===== src/rtl/modem_status_latch.sv =====
module modem_status_latch #(
  parameter int AW          = 4,
  parameter int DW          = 8,
  parameter int SYNC_STAGES = 2,
  parameter int CTS_BIT     = 5,
  parameter int DCD_BIT     = 3,
  parameter int AUTO_BIT    = 5,
  parameter int RXEN_BIT    = 0,
  parameter int TXEN_BIT    = 3,
  parameter int IE_BIT      = 0,
  parameter logic [DW-1:0] SRC_MASK = 8'hFA,
  parameter logic [2:0]    RST_CMD  = 3'd2
) (
  input  logic          clk,
  input  logic          rst_n,
  input  logic          cts_n,
  input  logic          dcd_n,
  input  logic          reg_we,
  input  logic [AW-1:0] reg_addr,
  input  logic [DW-1:0] reg_wdata,
  output logic [DW-1:0] reg_rdata,
  output logic          ext_irq,
  output logic          tx_en,
  output logic          rx_en
);
  localparam logic [AW-1:0] A_CMD  = AW'(0);
  localparam logic [AW-1:0] A_IE   = AW'(1);
  localparam logic [AW-1:0] A_RXC  = AW'(3);
  localparam logic [AW-1:0] A_TXC  = AW'(5);
  localparam logic [AW-1:0] A_SRC  = AW'(15);
  localparam int            TOP    = SYNC_STAGES - 1;

  logic [SYNC_STAGES-1:0] cts_sync, dcd_sync;
  logic cts_prev, dcd_prev;
  logic sts_cts, sts_dcd, frozen, ext_ie;
  logic [DW-1:0] rxc, txc, src_en;

  always_ff @(posedge clk or negedge rst_n)
    if (!rst_n) begin
      cts_sync <= '1;
      dcd_sync <= '1;
      cts_prev <= 1'b1;
      dcd_prev <= 1'b1;
    end else begin
      cts_sync <= {cts_sync[TOP-1:0], cts_n};
      dcd_sync <= {dcd_sync[TOP-1:0], dcd_n};
      cts_prev <= cts_sync[TOP];
      dcd_prev <= dcd_sync[TOP];
    end

  wire cts_now  = cts_sync[TOP];
  wire dcd_now  = dcd_sync[TOP];
  wire cts_chg  = cts_now ^ cts_prev;
  wire dcd_chg  = dcd_now ^ dcd_prev;
  wire cts_fall = cts_chg & ~cts_now;
  wire dcd_fall = dcd_chg & ~dcd_now;
  wire auto_en  = rxc[AUTO_BIT];
  wire raise    = ext_ie & ((cts_chg & src_en[CTS_BIT]) | (dcd_chg & src_en[DCD_BIT]));
  wire rst_cmd  = reg_we && reg_addr == A_CMD && reg_wdata[5:3] == RST_CMD;

  always_ff @(posedge clk or negedge rst_n)
    if (!rst_n) begin
      frozen  <= 1'b0;
      sts_cts <= 1'b0;
      sts_dcd <= 1'b0;
    end else begin
      if (!frozen) begin
        sts_cts <= ~cts_now;
        sts_dcd <= ~dcd_now;
      end
      if (raise)        frozen <= 1'b1;
      else if (rst_cmd) frozen <= 1'b0;
    end

  always_ff @(posedge clk or negedge rst_n)
    if (!rst_n) begin
      ext_ie <= 1'b0;
      rxc    <= '0;
      txc    <= '0;
      src_en <= '0;
    end else begin
      if (reg_we && reg_addr == A_IE)  ext_ie <= reg_wdata[IE_BIT];
      if (reg_we && reg_addr == A_SRC) src_en <= reg_wdata;
      if (reg_we && reg_addr == A_RXC) rxc    <= reg_wdata;
      if (reg_we && reg_addr == A_TXC) txc    <= reg_wdata;
      if (dcd_fall && auto_en) rxc[RXEN_BIT] <= 1'b1;
      if (cts_fall && auto_en) txc[TXEN_BIT] <= 1'b1;
    end

  always_comb begin
    reg_rdata = '0;
    case (reg_addr)
      A_CMD: begin
        reg_rdata[CTS_BIT] = sts_cts;
        reg_rdata[DCD_BIT] = sts_dcd;
      end
      A_IE:  reg_rdata[IE_BIT] = ext_ie;
      A_RXC: reg_rdata = rxc;
      A_TXC: reg_rdata = txc;
      A_SRC: reg_rdata = src_en & SRC_MASK;
      default: reg_rdata = '0;
    endcase
  end

  assign ext_irq = frozen;
  assign tx_en   = txc[TXEN_BIT];
  assign rx_en   = rxc[RXEN_BIT];
endmodule



===== config.mk =====
export PLATFORM = sky130hd
export DESIGN_NAME = modem_status_latch
export DESIGN_NICKNAME = d
export VERILOG_FILES = /design/src/rtl/modem_status_latch.sv
export SDC_FILE = /design/constraint.sdc
export NUM_CORES = 1
export LEC_CHECK = 0
export BUFFER_PORTS_ARGS = -buffer_cell sky130_fd_sc_hd__buf_2
export CORE_ASPECT_RATIO = 0.5
export CORE_MARGIN = 1
export CORE_UTILIZATION = 40
export CTS_BUF_LIST = sky130_fd_sc_hd__clkbuf_4 sky130_fd_sc_hd__clkbuf_8 sky130_fd_sc_hd__clkbuf_16
export DETAILED_ROUTE_END_ITERATION = 8
export GPL_TIMING_DRIVEN = 1
export RECOVER_POWER = 50
export SYNTH_ARGS = -nofsm -noshare
export SYNTH_HDL_FRONTEND = slang
export SYNTH_SLANG_ARGS = --single-unit

===== constraint.sdc =====
create_clock -name clk -period 1.13 [get_ports clk]
set_input_delay 0.226 -clock clk [delete_from_list [all_inputs] [get_ports clk]]
set_output_delay 0.226 -clock clk [all_outputs]
set_load 0.005 [all_outputs]

==> results of run 1 <==
-- routing by layer --
metal / vias to the layer above / global-route usage / share of wire
li1: 494 / - / -
met1: 514 / 0.251 / 0.50
met2: 28 / 0.263 / 0.44
met3: 2 / 0.0562 / 0.054
met4: 0 / 0.0548 / 0.0054
met5: - / 0 / 0
-- worst paths after layout --
| path | cells after the start | endpoint | slack, ns |
|---|---|---|---|
| max in group asynchronous | 3 | dcd_sync[0] | 0.26 |
| min reg2reg | 0 | cts_sync[1] | 0.36 |
| max | 4 | reg_rdata[5] | -0.33 |
| min in group asynchronous | 3 | rxc[5] | 0.53 |
| max reg2reg | 3 | txc[3] | -0.04 |
| min | 1 | cts_sync[0] | 0.04 |
-- metrics by stage --
step | worst slack, ns | TNS, ns
floorplan | -0.240 | -2.85
global placement | -0.312 | -7.32
detailed placement | -0.322 | -7.66
CTS | -0.330 | -2.42
global route | -0.400 | -3.06
finish | -0.332 | -2.21
-- registers in the layout, indices dropped and copies added, names as in the netlist --
| signal | count |
|---|---|
| sts_cts | 1 |
| dcd_sync | 2 |
| dcd_prev | 1 |
| cts_prev | 1 |
| ext_ie | 1 |
| sts_dcd | 1 |
| ext_irq | 1 |
| cts_sync | 2 |
| src_en | 6 |
| rxc | 8 |
| txc | 8 |
-- where the power goes --
group | switching [mW] | internal (mW)
registers | 0.134 | 1.39
clock network | 0.412 | 0.678
logic | 0.237 | 0.440
total | 0.783 | 2.51
-- area by class of cell --
type,instances,area (sq um)
Fill cell,298,1500
Sequential cell,32,810
Multi-Input combinational cell,65,712
Timing Repair Buffer,42,293
Clock buffer,6,76.3
Tap cell,51,63.8
Clock inverter,2,35.0
Inverter,6,25.0
-- cell families (layout without fill, tap and decap cells) --
logic type                 count (synthesis)  after routing  synth area share
DFF                                       32             32             0.537
AOI/OAI and AO/OA                         17             17            0.0856
buffers and inverters                     11             56            0.0415
and+or+nand+nor                           21             21             0.117
adders and majority gates                  2              2            0.0166
muxes                                     25             25             0.203
-- layout by cell type (no fill, tap or decap), drive strengths merged, types with 2 or more instances in the layout --
master	count
a21oi	2
nor3b	5
o32ai	2
a31oi	4
and4bb	2
clkbuf	7
mux2	23
dfrtp	26
buf	40
a222oi	4
ha	2
dfstp	6
o21ai	2
inv	6
mux2i	2
nand2	5
nor2b	2
-- what timing repair did --
action                     4_1_cts  5_1_grt
cloned                           0        0
hold endpoints to repair        26        0
gates resized for setup         18        9
buffers inserted                 2        0
hold buffers                     1        0
pin swaps                        6        7
setup endpoints to repair       19       21
==> impl_metrics.toml, run 1 <==
[yosys]
synth_most_common_cell = "dfrtp_1"
postSynthCellCount = 108
synth_top_area_cell = "dfrtp_1"
synth_cell_types = 31
synthArstFlopShare = 1.00
syn_area_sq_um = 1510
synth_top_area_frac = 0.432
synth_area_leaders = "dfrtp_1 43%, mux2_2 12%, dfstp_2 10%, mux2_4 7.0%, a222oi_1 2.7%"
synth_edf_count = 0
syn_area_per_cell_sq_um = 13.9
ys_top_cells_by_count = "26 x dfrtp_1, 16 x mux2_2, 7 x mux2_4"
ys_seq_area_frac = 0.537
ys_warn_count = 0
ys_ff_latch = 32
ys.flop_type = "dfrtp_1"
syn_nets = 127

[sta]
postLayoutSetupSlackWorst_ns = -0.332
fin_hold_ws_ns = 0.0399
fin_crit_sh = 1.29
period_needed_ns = 1.46
max_slew.worst_pin.slew_ns = 0.437
relSlewSlack = 0.709
slew_violations = 0
hold_viol = 0
max_freq_mhz = 684
rsz0062_at_grt = "yes"
setup_viol = 17
skew_ns = 0.00834

[finish]
final_nets = 171
fin_util = 0.574
final_cells = 204
drive_gt1_frac = 0.621
n_antenna_cell = 0
syn_to_final_growth_pct = 33.7
stdcell_area_sq_um = 2010

[floorplanning]
die_h_microns = 45.4
fp.dieW_microns = 88.8
ios = 28
core-area_sq_um = 3510
num_rows = 15
start_util = 0.429
die_area_sq_um = 4030

[place]
hpwl_mm = 2.22
place_area_sq_um = 1790
place_congestion = 0.768
portBuffers = 27
place_inst = 194

[critical_path]
cp.arrival_ns = 1.24
critPathSlowestCell = "dfrtp_1"
cp_top_family = "flip-flops"
startpoint = "sts_cts"
required_ns = 0.90
cpPeakStageDelay_ns = 0.34
start_kind = "register"
critPathCaptureType = "output pin"
crit_type = "register to output pin"
critPathBufInv = 1
path_max_fanout = 2
worstPathCellList = "nor3b_2 > a31oi_1 > o32ai_1 > buf_2"
rr_startpoint = "cts_sync[1]"

[clock_tree]
htree_levels = 2
tritoncts = "done"
cts_buffers = 5
clkLatencyLatePin_ns = 0.28
clock_sinks = 32
clkTransAtPathRegs_ns = 0.07
clockRootBuffer = "clkbuf_8"
clockBufferDepth = 2

[power_and_ir_drop]
p_leak_nw = 0.955
total_power_mw = 3.30
power.density_nw_per_um2 = 1640
ir_drop_uv = 737

[detailed_routing]
routed_wl_mm = 3.14
drt_iter0_drc = 43
firstDrtPassIters = 5
ant_nets = 0
wl_per_cell_microns = 15.4
drc_errors = 0
routed_via_density = 5.09
via_count = 1038

[global_route]
grt_pass1_vias = 1054
grt_max_degree = 33
grt.overflow.total = 0
antenna_found_initial = 0
grt_pass1_wl_mm = 5.10
grt.total_usage = 0.178

[hold_path]
hp-class = "input pin to register"
min_from = "cts_n"

[run_status]
violations = "setup timing"
status = "complete, but fails checks"

[job]
maxCapViolCount = 0
Note: power is estimated with default switching activity, not from simulation.
==> run 2, diff against run 1 <==
--- a/config.mk
+++ b/config.mk
@@ -5,6 +5,7 @@
 export SDC_FILE = /design/constraint.sdc
 export NUM_CORES = 1
 export LEC_CHECK = 0
+export ABC_AREA = 1
 export BUFFER_PORTS_ARGS = -buffer_cell sky130_fd_sc_hd__buf_2
 export CORE_ASPECT_RATIO = 0.5
 export CORE_MARGIN = 1
==> run 2 against run 1 <==
Net effect: the run still ends with setup timing left; worst setup slack improved by 0.23 ns; critical endpoint unchanged; non-clock buffer count rose by 12; core utilization grew 3.2 points; register-to-register slack better by 0.05 ns.
==> impl_metrics.toml, run 2 <==
[critical_path]
rrSetupSlack_ns = 0.01
critPathCaptureType = "output pin"
crit_type = "register to output pin"
reg2reg_depth = 5
start_kind = "register"
startpoint = "txc[5]"
r2r-end = "ext_irq"
cp.arrival_ns = 1.01
rr_startpoint = "cts_sync[1]"
endpoint = "reg_rdata[5]"
path_max_fanout = 2
required_ns = 0.90

[finish]
largest_registers = "rxc (8), txc (8), src_en (6)"
mostFrequentLayoutCells = "41 x nand2_1, 26 x dfrtp_1, 26 x buf_4, 23 x buf_2, 18 x inv_1"
final_nets = 253
drive_gt1_frac = 0.511
final_cells = 286
syn_to_final_growth_pct = 38.6
layout_commonest_cell = "nand2_1"
n_antenna_cell = 0

[clock_tree]
cts_buffers = 5
clockRootBuffer = "clkbuf_8"
htree_levels = 2
clkLatencyLatePin_ns = 0.28
clock_sinks = 32
tritoncts = "done"
clockBufferDepth = 2
clkTransAtPathRegs_ns = 0.07

[power_and_ir_drop]
power.density_nw_per_um2 = 1480
ir_drop_uv = 595
total_power_mw = 3.21
p_leak_nw = 1.08

[sta]
skew_ns = 0.00320
slew_violations = 0
fin_crit_sh = 1.09
fin_hold_ws_ns = 0.0439
postLayoutSetupSlackWorst_ns = -0.101
relSlewSlack = 0.699
max_slew.worst_pin.slew_ns = 0.452
setup_viol = 9
hold_viol = 0
period_needed_ns = 1.23
max_freq_mhz = 812
rsz0062_at_grt = "yes"

[hold_path]
hp-class = "input pin to register"

[yosys]
syn_nets = 195
synth_top_area_cell = "dfrtp_1"
synth_edf_count = 0
ys_warn_count = 0
synth_cell_types = 22
syn_area_sq_um = 1570
synth_top_area_frac = 0.415
ys_seq_area_frac = 0.516
ys_ff_latch = 32
ys.flop_type = "dfrtp_1"
ys_top_cells_by_count = "51 x nand2_1, 26 x dfrtp_1, 24 x inv_1"
syn_area_per_cell_sq_um = 8.90
synth_most_common_cell = "nand2_1"
synth_area_leaders = "dfrtp_1 42%, nand2_1 12%, dfstp_2 10%, o21ai_2 6.7%, inv_1 5.8%"
postSynthCellCount = 176
synthArstFlopShare = 1.00

[global_route]
grt_max_degree = 33
antenna_found_initial = 0
grt_pass1_vias = 1188
grt.overflow.total = 0
grt_pass1_wl_mm = 5.56
grt.total_usage = 0.182

[detailed_routing]
ant_nets = 0
firstDrtPassIters = 4
via_count = 1286
drc_errors = 0
routed_wl_mm = 3.57
routed_via_density = 4.50
drt_iter0_drc = 64
wl_per_cell_microns = 12.5

[floorplanning]
die_h_microns = 46.3
ios = 28
fp.dieW_microns = 90.5
core-area_sq_um = 3580
num_rows = 15
die_area_sq_um = 4190
start_util = 0.437

[place]
hpwl_mm = 2.37
place_congestion = 0.751
place_inst = 261
portBuffers = 27
place_ws_ns = -0.175

[run_status]
violations = "setup timing"
status = "complete, but fails checks"

[job]
maxCapViolCount = 0
[run 2: changes by cell type in the layout (fill, tap and decap cells not counted), moves of 9 or more]
cell,change
mux2_4,-9
o21ai_2,+12
nand3_1,+9
nand2_2,+17
mux2_2,-14
nand2_1,+38
inv_1,+14
buf_4,+15
[run 2: worst max-delay path, cell delays in order, from the launching register on]
cell     delay [ns]
dfrtp_1        0.39
nand3_1        0.07
nand2_1        0.06
inv_1          0.05
nand2_1        0.04
buf_2          0.12
[run 2: worst min-delay path by stage]
stage          startpoint          end  slack (ns)  depth (start not counted)
2_1_floorplan       rst_n       ext_ie       -0.07                          0
3_3_place_gp        rst_n       rxc[1]        0.19                          2
3_5_place_dp        rst_n       txc[1]        0.20                          2
4_1_cts             dcd_n  dcd_sync[0]        0.04                          1
5_1_grt             dcd_n  dcd_sync[0]        0.03                          1
6_report            dcd_n  dcd_sync[0]        0.04                          1
[run 2: layout make-up]
cell class / instances / area (sq um)
Fill cell: 327 / 1410
Sequential cell: 32 / 808
Multi-Input combinational cell: 114 / 718
Timing Repair Buffer: 54 / 374
Inverter: 27 / 109
Clock buffer: 8 / 97.6
Tap cell: 51 / 63.8
[run 2: per-stage QoR]
step           cell area, sq um  setup TNS, ns   util
3_3_place_gp               1830          -1.68  0.509
5_1_grt                    2170          -1.11  0.606
6_report                   2170         -0.553  0.606
4_1_cts                    2070         -0.584  0.578
3_5_place_dp               1830          -2.12  0.509
2_1_floorplan              1570              0      -
[run 2: routing by layer]
layer,global-route usage,vias to the layer above,routed length [microns]
met3,0.0644,2,106
met1,0.238,594,1820
met4,0.0484,0,27
met5,0,-,0
li1,-,673,-
met2,0.294,17,1610
[run 2: cell families after synthesis]
logic type | after synthesis | share of synthesized area
AND/OR/NAND/NOR | 84 | 0.260
adder cells (fa/ha/maj) | 2 | 0.0160
AO/OA/AOI/OAI | 28 | 0.125
flip-flops | 32 | 0.516
buffers and inverters | 30 | 0.0823
[run 2: timing repair]
item,4_1_cts,5_1_grt
buffers inserted,10,6
endpoints found under the setup margin,9,10
endpoints found under the hold margin,26,0
hold buffers,1,0
pin swaps,22,10
resized for setup,21,18
[run 2: where the power goes]
part	total, mW	leakage (nW)	internal [mW]	switching (mW)
clock network	0.943	0.0523	0.544	0.399
logic	0.738	0.648	0.386	0.352
registers	1.52	0.381	1.38	0.141
total	3.21	1.08	2.31	0.893
==> run 3, diff against run 2 <==
--- a/config.mk
+++ b/config.mk
@@ -7,12 +7,15 @@
 export LEC_CHECK = 0
 export ABC_AREA = 1
 export BUFFER_PORTS_ARGS = -buffer_cell sky130_fd_sc_hd__buf_2
+export CELL_PAD_IN_SITES_DETAIL_PLACEMENT = 0
+export CELL_PAD_IN_SITES_GLOBAL_PLACEMENT = 1
 export CORE_ASPECT_RATIO = 0.5
 export CORE_MARGIN = 1
-export CORE_UTILIZATION = 40
+export CORE_UTILIZATION = 37
 export CTS_BUF_LIST = sky130_fd_sc_hd__clkbuf_4 sky130_fd_sc_hd__clkbuf_8 sky130_fd_sc_hd__clkbuf_16
 export DETAILED_ROUTE_END_ITERATION = 8
 export GPL_TIMING_DRIVEN = 1
+export PLACE_DENSITY_LB_ADDON = 0.1
 export RECOVER_POWER = 50
 export SYNTH_ARGS = -nofsm -noshare
 export SYNTH_HDL_FRONTEND = slang
==> run 3 against run 2 <==
Net effect: the run still ends with setup timing left; core utilization fell by 3.0 points; non-clock buffer count rose by 7; via count rose by 4.4%; first-iteration DRC count rose by 19%; clock-buffer cell count fell by 2; fmax fell by 1.7%; critical path depth did not move; register-to-register slack got worse by 0.03 ns; design area rose by 5.7%; largest power group unchanged; clock power rose by 19%; sequential power barely moved; highest routed layer is now met3; critical path type unchanged.
==> impl_metrics.toml, run 3 (synthesis gave the netlist of run 2 again) <==
[critical_path]
crit_type = "register to output pin"
rr_startpoint = "dcd_sync[1]"
required_ns = 0.90
path_max_fanout = 2
critPathBufInv = 2
worstPathCellList = "nand3_1 > nand2_1 > inv_1 > nand2_1 > buf_2"
cpPeakStageDelay_ns = 0.40
critPathCaptureType = "output pin"
startpoint = "txc[5]"
cp_top_family = "flip-flops"
cp_common_cell = "nand2_1"
worstSetupPathDepth = 5
r2r-end = "ext_irq"
reg2reg_depth = 5
endpoint = "reg_rdata[5]"
rrSetupSlack_ns = -0.02
start_kind = "register"
cp.arrival_ns = 1.03
critPathSlowestCell = "dfrtp_1"

[floorplanning]
num_rows = 16
fp.dieW_microns = 94.0
ios = 28
die_h_microns = 48.0
start_util = 0.393
die_area_sq_um = 4510
core-area_sq_um = 3980

[detailed_routing]
ant_nets = 0
firstDrtPassIters = 4
routed_via_density = 4.53
via_count = 1342
wl_per_cell_microns = 12.6
drt_iter0_drc = 76
drc_errors = 0
routed_wl_mm = 3.73

[clock_tree]
clockBufferDepth = 2
clockRootBuffer = "clkbuf_8"
clkTransAtPathRegs_ns = 0.07
clkLatencyLatePin_ns = 0.28
cts_buffers = 5
tritoncts = "done"
clock_sinks = 32
htree_levels = 2

[sta]
max_freq_mhz = 798
fin_tns_setup_ns = -0.531
hold_viol = 0
rsz0062_at_grt = "yes"
period_needed_ns = 1.25
relSlewSlack = 0.515
postLayoutSetupSlackWorst_ns = -0.123
max_slew.worst_pin.slew_ns = 0.727
skew_ns = 0.00363
slew_violations = 0
setup_viol = 9
fin_crit_sh = 1.11
fin_hold_ws_ns = 0.0349

[finish]
multiInputGateArea_sq_um = 729
regArea_sq_um = 810
n_antenna_cell = 0
syn_to_final_growth_pct = 46.5
mostFrequentLayoutCells = "42 x nand2_1, 27 x buf_4, 25 x dfrtp_1, 22 x buf_2, 17 x inv_1"
final_cells = 296
layout_commonest_cell = "nand2_1"
largest_registers = "rxc (8), txc (8), src_en (6)"
fillCellCount = 374
drive_gt1_frac = 0.537
final_nets = 260

[run_status]
violations = "setup timing"
status = "complete, but fails checks"

[place]
place_inst = 271
place_congestion = 0.727
hpwl_mm = 2.59
portBuffers = 27

[global_route]
grt_pass1_vias = 1300
grt.total_usage = 0.184
grt_max_degree = 22
antenna_found_initial = 0
grt.overflow.total = 0
grt_pass1_wl_mm = 5.96

[power_and_ir_drop]
power.density_nw_per_um2 = 1500
p_leak_nw = 1.14
ir_drop_uv = 848

[job]
maxCapViolCount = 0

[hold_path]
hp-class = "input pin to register"
[run 3: worst register-to-register path, stage by stage, from the launching register on]
cell	delay, ns
dfstp_2	0.55
inv_2	0.05
ha_4	0.21
o22ai_2	0.15
nand2_1	0.08
nand2_1	0.06
[run 3: area by class of cell]
type | instances | share of cell area
sequential | 32 | 0.353
multi-input combinational | 114 | 0.318
timing repair buffer | 61 | 0.203
inverter | 27 | 0.0485
clock buffer | 6 | 0.0333
tap | 54 | 0.0294
clock inverter | 2 | 0.0153
[run 3: per-stage QoR]
step / util / power [mW] / worst slack [ns] / area, sq um
global placement: 0.479 / 2.09 / -0.159 / 1910
CTS: 0.561 / 3.40 / -0.133 / 2230
detailed placement: 0.479 / 2.10 / -0.155 / 1910
global route: 0.576 / 3.61 / -0.183 / 2290
floorplan: - / 1.85 / 0.00295 / 1570
finish: 0.576 / 3.43 / -0.123 / 2290
[run 3: worst min path at each step]
stage                from     endpoint  slack (ns)  depth (start not counted)
floorplan           rst_n       ext_ie       -0.07                          0
CTS                 dcd_n  dcd_sync[0]        0.03                          1
global route        dcd_n  dcd_sync[0]        0.03                          1
detailed placement  rst_n      ext_irq        0.13                          1
global placement    rst_n      ext_irq        0.14                          1
finish              dcd_n  dcd_sync[0]        0.03                          1
[run 3: routing by layer]
layer | up-vias | track usage | part of all wire
li1 | 688 | - | -
met1 | 639 | 0.244 | 0.52
met2 | 15 | 0.304 | 0.45
met4 | 0 | 0.0462 | 0
met5 | - | 0 | 0
met3 | 0 | 0.0524 | 0.029
[run 3: report_power, final]
group          total, mW  leakage (nW)  internal, mW  switching (mW)
clock network       1.12        0.0586         0.678           0.442
logic              0.789         0.703         0.421           0.368
registers           1.52         0.381          1.38           0.137
total               3.43          1.14          2.48           0.948
[run 3: timing repair]
item	4_1_cts	5_1_grt
buffers inserted	13	4
setup endpoints to repair	9	11
hold buffers	1	0
resized for setup	34	11
pin swaps	18	21
hold endpoints to repair	5	0
